`config.mk`:
```
export PLATFORM = sky130hd
export DESIGN_NAME = bitunpack16
export DESIGN_NICKNAME = d
export VERILOG_FILES = /design/src/rtl/bitunpack_pkg.sv /design/src/rtl/bu_group_plan.sv /design/src/rtl/bu_gather.sv /design/src/rtl/bu_extract.sv /design/src/rtl/bitunpack16.sv
export SDC_FILE = /design/constraint.sdc
export NUM_CORES = 1
export LEC_CHECK = 0
export BUFFER_PORTS_ARGS = -buffer_cell sky130_fd_sc_hd__buf_2
export CAP_MARGIN = 10
export CORE_UTILIZATION = 55
export DETAILED_ROUTE_END_ITERATION = 8
export MAX_ROUTING_LAYER = met4
export PLACE_DENSITY = 0.72
export SLEW_MARGIN = 0
export SYNTH_ARGS = -nofsm -noshare
export SYNTH_HDL_FRONTEND = slang
export SYNTH_HIERARCHICAL = 1
export SYNTH_SLANG_ARGS = --single-unit
```
`constraint.sdc`:
```
create_clock -name clk -period 5.15 [get_ports clk]
set_input_delay 0.515 -clock clk [delete_from_list [all_inputs] [get_ports clk]]
set_output_delay 0.515 -clock clk [all_outputs]
set_load 0.1 [all_outputs]
```
`src/rtl/bitunpack_pkg.sv`:
```
package bitunpack_pkg;

    // Values per packing group; the framing depends on this being eight.
    localparam int unsigned GROUP_VALS = 8;
    localparam int unsigned VIDX_W     = $clog2(GROUP_VALS);

    typedef enum logic [1:0] {
        ST_IDLE = 2'd0,
        ST_FILL = 2'd1,
        ST_EMIT = 2'd2,
        ST_DONE = 2'd3
    } bu_state_e;

endpackage

```
`src/rtl/bu_group_plan.sv`:
```
// Size of the current group: values in it and bytes it occupies.
module bu_group_plan #(
    parameter int unsigned OUT_W  = 16,
    parameter int unsigned CNT_W  = 16,
    parameter int unsigned WID_W  = 5,
    parameter int unsigned NEED_W = 5
) (
    input  logic [CNT_W-1:0]  remain,
    input  logic [WID_W-1:0]  width,
    output logic [3:0]        grp_vals,
    output logic [NEED_W-1:0] grp_bytes
);
    import bitunpack_pkg::*;

    localparam int unsigned BITS_W = $clog2(GROUP_VALS * OUT_W + 8) + 1;

    logic [BITS_W-1:0] grp_bits;
    logic [BITS_W-1:0] rounded;

    always_comb begin
        if (remain >= CNT_W'(GROUP_VALS)) begin
            grp_vals = 4'(GROUP_VALS);
        end else begin
            grp_vals = 4'(remain);
        end
        grp_bits  = BITS_W'(grp_vals) * BITS_W'(width);
        rounded   = (grp_bits + BITS_W'(7)) >> 3;
        grp_bytes = NEED_W'(rounded);
    end

endmodule

```
`src/rtl/bu_gather.sv`:
```
// Byte-addressed group buffer; a clear zeroes all bytes so short tails read as zero.
module bu_gather #(
    parameter int unsigned NBYTES = 16,
    parameter int unsigned IDX_W  = 4
) (
    input  logic                  clk,
    input  logic                  rst_n,
    input  logic                  clr,
    input  logic                  wr_en,
    input  logic [IDX_W-1:0]      wr_idx,
    input  logic [7:0]            wr_byte,
    output logic [NBYTES*8-1:0]   grp_bits
);

    for (genvar i = 0; i < NBYTES; i++) begin : g_byte
        logic [7:0] byte_d;
        logic [7:0] byte_q;

        always_comb begin
            byte_d = byte_q;
            if (clr) begin
                byte_d = '0;
            end else if (wr_en && (wr_idx == IDX_W'(i))) begin
                byte_d = wr_byte;
            end
        end

        always_ff @(posedge clk or negedge rst_n) begin
            if (!rst_n) begin
                byte_q <= '0;
            end else begin
                byte_q <= byte_d;
            end
        end

        assign grp_bits[i*8 +: 8] = byte_q;
    end

endmodule

```
`src/rtl/bu_extract.sv`:
```
// Width-independent field extractor: shift right by offset, keep width low bits.
module bu_extract #(
    parameter int unsigned BUF_W = 128,
    parameter int unsigned OUT_W = 16,
    parameter int unsigned OFF_W = 7,
    parameter int unsigned WID_W = 5
) (
    input  logic [BUF_W-1:0] src,
    input  logic [OFF_W-1:0] offset,
    input  logic [WID_W-1:0] width,
    output logic [OUT_W-1:0] value
);

    logic [BUF_W-1:0] shifted;
    logic [OUT_W:0]   mask_ext;

    always_comb begin
        shifted  = src >> offset;
        mask_ext = ({{OUT_W{1'b0}}, 1'b1} << width) - 1'b1;
        value    = shifted[OUT_W-1:0] & mask_ext[OUT_W-1:0];
    end

endmodule

```
`src/rtl/bitunpack16.sv`:
```
module bitunpack16 #(
    parameter int unsigned OUT_W = 16,
    parameter int unsigned CNT_W = 16,
    localparam int unsigned WID_W = $clog2(OUT_W + 1)
) (
    input  logic             clk,
    input  logic             rst_n,
    input  logic             start,
    input  logic [WID_W-1:0] cfg_width,
    input  logic [CNT_W-1:0] cfg_count,
    output logic             cfg_err,
    input  logic             in_valid,
    input  logic [7:0]       in_data,
    output logic             in_ready,
    output logic             out_valid,
    output logic [OUT_W-1:0] out_data,
    input  logic             out_ready,
    output logic             done
);
    import bitunpack_pkg::*;

    localparam int unsigned GRP_BYTES = (GROUP_VALS * OUT_W) / 8;
    localparam int unsigned BUF_W     = GRP_BYTES * 8;
    localparam int unsigned BIDX_W    = $clog2(GRP_BYTES);
    localparam int unsigned NEED_W    = $clog2(GRP_BYTES + 1);
    localparam int unsigned OFF_W     = $clog2(BUF_W);

    typedef struct packed {
        bu_state_e         st;
        logic [WID_W-1:0]  width;
        logic [CNT_W-1:0]  remain;
        logic [BIDX_W-1:0] bidx;
        logic [VIDX_W-1:0] vidx;
        logic              err;
    } ctrl_t;

    ctrl_t r_d;
    ctrl_t r_q;

    logic              buf_clr;
    logic              buf_wr;
    logic [BUF_W-1:0]  grp_bits;
    logic [3:0]        grp_vals;
    logic [NEED_W-1:0] grp_bytes;
    logic [OFF_W-1:0]  bit_off;
    logic [WID_W-1:0]  width_q;

    bu_group_plan #(
        .OUT_W (OUT_W),
        .CNT_W (CNT_W),
        .WID_W (WID_W),
        .NEED_W(NEED_W)
    ) u_plan (
        .remain   (r_q.remain),
        .width    (r_q.width),
        .grp_vals (grp_vals),
        .grp_bytes(grp_bytes)
    );

    bu_gather #(
        .NBYTES(GRP_BYTES),
        .IDX_W (BIDX_W)
    ) u_gather (
        .clk     (clk),
        .rst_n   (rst_n),
        .clr     (buf_clr),
        .wr_en   (buf_wr),
        .wr_idx  (r_q.bidx),
        .wr_byte (in_data),
        .grp_bits(grp_bits)
    );

    assign bit_off = OFF_W'(r_q.vidx) * OFF_W'(r_q.width);

    bu_extract #(
        .BUF_W(BUF_W),
        .OUT_W(OUT_W),
        .OFF_W(OFF_W),
        .WID_W(WID_W)
    ) u_extract (
        .src   (grp_bits),
        .offset(bit_off),
        .width (r_q.width),
        .value (out_data)
    );

    always_comb begin
        r_d     = r_q;
        buf_clr = 1'b0;
        buf_wr  = 1'b0;
        unique case (r_q.st)
            ST_IDLE: begin
                if (start) begin
                    r_d.width  = cfg_width;
                    r_d.remain = cfg_count;
                    r_d.bidx   = '0;
                    r_d.vidx   = '0;
                    if ((cfg_width == '0) || (cfg_width > WID_W'(OUT_W))) begin
                        r_d.err = 1'b1;
                    end else begin
                        r_d.err = 1'b0;
                        if (cfg_count == '0) begin
                            r_d.st = ST_DONE;
                        end else begin
                            r_d.st  = ST_FILL;
                            buf_clr = 1'b1;
                        end
                    end
                end
            end
            ST_FILL: begin
                if (in_valid) begin
                    buf_wr = 1'b1;
                    if (NEED_W'(r_q.bidx) == (grp_bytes - 1'b1)) begin
                        r_d.bidx = '0;
                        r_d.st   = ST_EMIT;
                    end else begin
                        r_d.bidx = r_q.bidx + 1'b1;
                    end
                end
            end
            ST_EMIT: begin
                if (out_ready) begin
                    r_d.remain = r_q.remain - 1'b1;
                    if (r_q.remain == CNT_W'(1)) begin
                        r_d.st = ST_DONE;
                    end else if (r_q.vidx == VIDX_W'(GROUP_VALS - 1)) begin
                        r_d.vidx = '0;
                        r_d.st   = ST_FILL;
                        buf_clr  = 1'b1;
                    end else begin
                        r_d.vidx = r_q.vidx + 1'b1;
                    end
                end
            end
            ST_DONE: begin
                r_d.st = ST_IDLE;
            end
            default: begin
                r_d.st = ST_IDLE;
            end
        endcase
    end

    always_ff @(posedge clk or negedge rst_n) begin
        if (!rst_n) begin
            r_q <= '{st: ST_IDLE, width: '0, remain: '0, bidx: '0, vidx: '0, err: 1'b0};
        end else begin
            r_q <= r_d;
        end
    end

    assign in_ready  = (r_q.st == ST_FILL);
    assign out_valid = (r_q.st == ST_EMIT);
    assign done      = (r_q.st == ST_DONE);
    assign cfg_err   = r_q.err;
    assign width_q   = r_q.width;

    // Group size only matters while filling; keep the count visible to readers.
    logic unused_vals;
    assign unused_vals = ^grp_vals;

endmodule

```
After elaboration in Yosys (flattened, before gate mapping)
Cells that the tools add are included.
W data, S select, Z words.
{ "op_classes": {"reduce_logical": 44, "addsub": 6, "div_mod_pow": 0, "eq_ne": 28, "n_mul": 2, "n_lt_le_gt_ge": 2, "bitwise": 1, "shift": 2, "muxes": 61} }
{ "ops": {"columns": ["operator", "n"], "rows": [
  ["$mux W8", 32],
  ["$shr A128 B7 Y16", 1],
  ["$reduce_bool A2 Y1", 18],
  ["$eq A4 B4 Y1 const B", 8],
  ["$pmux W16 S2", 1],
  ["$sub A16 B1 Y16 const B", 2],
  ["$mux W31", 1],
  ["$and A16 B16 Y16", 1],
  ["$eq A16 B1 Y1 const B", 1],
  ["$eq A4 B3 Y1 const B", 4],
  ["$ge A16 B4 Y1 const B", 1],
  ["$logic_and A1 B1 Y1", 16],
  ["$logic_not A16 Y1", 1],
  ["$mux W16", 1],
  ["$shl A1 B5 Y16 const A", 1],
  ["$mux W2", 7],
  ["$mux W4", 3],
  ["$mux W1", 9],
  ["$mux W3", 3],
  ["$add A8 B3 Y8 const B", 1],
  ["$eq A4 B2 Y1 const B", 2],
  ["$mul A4 B5 Y8", 1],
  ["$ne A2 B2 Y1 const B", 4],
  ["$pmux W2 S4", 1],
  ["23 further kinds", 26]
]} }
{ "totals": {"out_inout_bits": 20, "memories": 0, "rom_bits": 0, "ramBits": 0, "latchBits": 0, "reg_bits": 159} }

Logic depth before layout (Yosys ltp)
{ "logic_depth": {"word_depth": 9, "mapped_depth": 20, "ltp_nobuf": 19} }

Hierarchy
Netlist, hierarchy kept.
{ "modules_own_cells": {"columns": ["mod", "area_each_um2", "seq_area_each_um2", "cells_per_inst", "n_inst"], "rows": [
  ["bu_extract", 7115.6, 0.0, 728, 1],
  ["bu_gather", 5701.7, 3203.1, 453, 1],
  ["bitunpack16", 2272.2, 775.7, 265, 1],
  ["bu_group_plan", 655.6, 0.0, 77, 1]
]} }

Worst setup path before layout
OpenSTA, ideal clock, no wires.
{ "synth_path": {"path_kind": "register -> output", "start": "register r_q (netlist bit width_q[1])", "end": "output out_data[1]", "arrival_ps": 5568, "required_ps": 4635, "path_slack_ps": -933, "path_stages_with_launch": 15, "path_cell_list": "dfrtp_1 nand2_1 fa_1 inv_1 ha_1 fa_1 xor2_1 buf_2 buf_2 inv_2 buf_2 buf_2 mux2_2 o2bb2ai_1 o31ai_1"} }
{ "synth_between": {"elab_chain_cells": 3, "word_cells_on_any_way": 5, "classes_between": "add/sub: 1; mul: 1; shift: 2; bitwise: 1"} }
{ "synth_lines": {"columns": ["element", "line", "rtl"], "rows": [
  ["from (decl)", "bitunpack16.sv:38", "ctrl_t r_q;"],
  ["from (signal assigned)", "bitunpack16.sv:147", "r_q <= '{st: ST_IDLE, width: '0, remain: '0, bidx: '0, vidx: '0, err: 1'b0};"],
  ["from (signal assigned)", "bitunpack16.sv:149", "r_q <= r_d;"],
  ["$mul A3 B5 Y7", "bitunpack16.sv:73", "assign bit_off = OFF_W'(r_q.vidx) * OFF_W'(r_q.width);"],
  ["named net bit_off[4]", "bitunpack16.sv:45", "logic [OFF_W-1:0] bit_off;"],
  ["$shr A128 B7 Y16", "bu_extract.sv:18", "shifted = src >> offset;"],
  ["$and A16 B16 Y16", "bu_extract.sv:20", "value = shifted[OUT_W-1:0] & mask_ext[OUT_W-1:0];"],
  ["to (decl)", "bitunpack16.sv:16", "output logic [OUT_W-1:0] out_data,"]
]} }
The timed path passes the listed nets, and every way through them passes these cells.

Final worst setup path
{ "layout_path": {"start": "register r_q[2] (netlist name)", "end": "output out_data[3]"} }
The elaborated chain is that of the path after synthesis.

==> impl_metrics.py <==
metrics = {
    "status": {
        "status": "completed",
    },
    "critical_path": {
        "arrival_ns": 4.56,
        "endpoint_kind": "output port",
        "path_class": "flop to output port",
        "r2r_start": "r_q[11]$_DFFE_PN0P_",
        "regToRegSetupSlack_ns": 0.09,
        "worstSetupStartpoint": "r_q[2]$_DFFE_PN0P_",
        "path_cells": "nand2_1, fa_1, inv_1, ha_2, fa_2, xor2_4, buf_12, buf_12, mux4_2, mux2i_1, mux2i_1, a221oi_1, o32ai_2, buf_12",
        "path_max_fanout": 25,
        "critPathMostFrequentCell": "buf_12",
        "crit_slowest_cell": "a221oi_1",
        "cp-start-kind": "flop",
        "r2r.worst_path.cells": 18,
        "crit_required_ns": 4.64,
        "slowest_delay_ns": 0.61,
    },
    "synth": {
        "syn-num-nets": 1593,
        "synth.avg_cell_area_um2": 10.3,
        "yosysWarnings": 6,
        "synth_cells": 1522,
        "netlist_area_um2": 15700,
    },
    "sta": {
        "setup_viol": 0,
        "period_share_pct": 98.6,
        "tightest_slew_ns": 1.07,
        "finalHoldViolations": 0,
        "fmax_mhz": 197,
        "period_minus_slack_ns": 5.08,
        "drv_slew": 0,
        "fin_skew_ns": 0.0179,
        "rsz0062_at_grt": "true",
        "fin_hold_ws_ns": 0.0164,
        "slew_headroom_pct": 28.4,
    },
    "clocking": {
        "cts_root_buf": "clkbuf_16",
        "cts_made_buffers": 17,
        "cts_tree": "done",
        "clk_latency_ns": 0.46,
        "htreeDepth": 4,
        "clockBufferDepth": 2,
        "path_clk_slew_ns": 0.07,
        "clock-sinks": 159,
    },
    "route": {
        "dr.pass1.iters": 7,
        "drt_iter0_drc": 1782,
        "routed_wl_mm": 53.2,
        "wl_per_cell_um": 27.5,
        "via_count": 13700,
        "route.detailed.drc": 0,
        "antenna_left": 0,
        "drt-vias-per-instance": 7.07,
    },
    "power": {
        "p_leak_nw": 7.99,
        "irDropWorstVdd_uv": 330,
        "p_per_area_nw_per_um2": 524,
    },
    "placement": {
        "place.detailed.hpwl_mm": 38.8,
        "place_congestion": 1.06,
        "portBuffers": 53,
    },
    "die": {
        "std_cell_rows": 61,
        "start_util_pct": 56.3,
        "die_x_um": 171,
        "die_h_um": 171,
        "die_area_um2": 29300,
        "design.core.area_um2": 27900,
        "io_pins": 54,
    },
    "global_routing": {
        "grt_max_degree": 71,
        "grt_pass1_vias": 13100,
        "grt_pass1_wl_mm": 81.3,
        "overflow": 0,
        "grt_use_total_pct": 38.7,
        "antenna_found_initial": 0,
    },
    "run": {
        "max_cap_viol_count": 0,
    },
    "cells_and_area": {
        "final_util_pct": 63.3,
        "fin_nets": 1614,
        "layout-drive-gt1-share_pct": 28.8,
        "areaGrowthSynthToFinish_pct": 12.4,
        "num_antenna_cells": 0,
    },
    "worst_hold_path": {
        "hold_class": "input port to asynchronous set/reset pin",
    },
}
-- layout make-up --
type | instances | area, µm²
inverter | 29 | 113
multi-input combinational | 1203 | 11300
clock buffer | 19 | 453
fill | 2359 | 10200
sequential | 159 | 3980
clock inverter | 13 | 195
tap | 378 | 473
timing repair buffer | 133 | 1220
-- cells in the final DEF, fill, tap and decap left out, types with 9 or more instances in the layout --
cell type	count
nor3_1	23
o21ai_1	12
nor4_1	13
ha_1	20
buf_12	24
buf_2	36
nand2_1	123
o21ai_0	26
mux2_2	50
and2_1	14
dfrtp_1	157
mux4_2	142
a21o_1	11
a31oi_1	12
mux2i_1	203
nand2_2	15
xnor2_1	11
nor2_1	75
o211ai_1	9
nand2b_1	148
a21oi_1	52
clkbuf_16	17
buf_4	70
o22ai_1	16
nand3_1	14
and3_1	17
inv_1	20
-- power breakdown --
part	internal (mW)	switching, mW
registers	1.43	0.295
logic	2.40	3.72
clock network	0.813	0.615
-- path summary, 6_finish.rpt --
| check | end |
|---|---|
| max | out_data[3] |
| min | r_q[20]$_DFFE_PN0P_ |
| max in group asynchronous | u_gather/g_byte[2].byte_q[7]$_DFFE_PN0P_ |
| min reg2reg | cfg_err$_DFFE_PN0P_ |
| min in group clk | width_q[1]$_DFFE_PN0P_ |
| max reg2reg | r_q[29]$_DFFE_PN0P_ |
-- metrics by stage --
step	setup TNS, ns	instance area [µm²]	setup WS (ns)	std cells	power [mW]
2_1_floorplan	-0.0853	15800	-0.0853	1522	5.74
3_3_place_gp	0	16800	0.0275	1897	7.54
3_5_place_dp	-0.0304	16800	-0.0304	1897	7.58
4_1_cts	0	17500	0.00112	1930	9.05
5_1_grt	-0.102	17700	-0.102	1934	9.67
6_report	0	17700	0.0734	1934	9.28
-- worst max-delay path: cells and delay by family, from the launching register on --
kind / cells / cell delay (ns)
AO/OA/AOI/OAI: 2 / 0.80
XOR/XNOR: 1 / 0.20
adder cells (fa/ha/maj): 3 / 1.11
buffers and inverters: 4 / 0.63
flip-flops: 1 / 0.46
multiplexers: 3 / 0.80
AND/OR/NAND/NOR: 1 / 0.11
-- flip-flops by register name, indices dropped and copies added, names as in the netlist --
signal and flops:
r_q 25, width_q 5, u_gather/g_byte.byte_q 128, cfg_err 1
-- routing by layer --
metal / vias to the layer above / part of all wire (%) / track usage (%) / wire length, µm
li1: 5814 / - / - / -
met1: 6811 / 42 / 55.6 / 22400
met2: 908 / 43 / 53.7 / 22900
met3: 142 / 12 / 9.83 / 6360
met4: 0 / 2.8 / 10.9 / 1500
met5: - / 0 / - / 0
-- repair_timing --
| item | in CTS | in global routing |
|---|---|---|
| hold buffers | 0 | 0 |
| pin swaps | 1 | 22 |
| gates resized for setup | 8 | 36 |
| setup endpoints to repair | 13 | 19 |
| buffers inserted | 1 | 4 |
(Power assumes the default switching activity.)
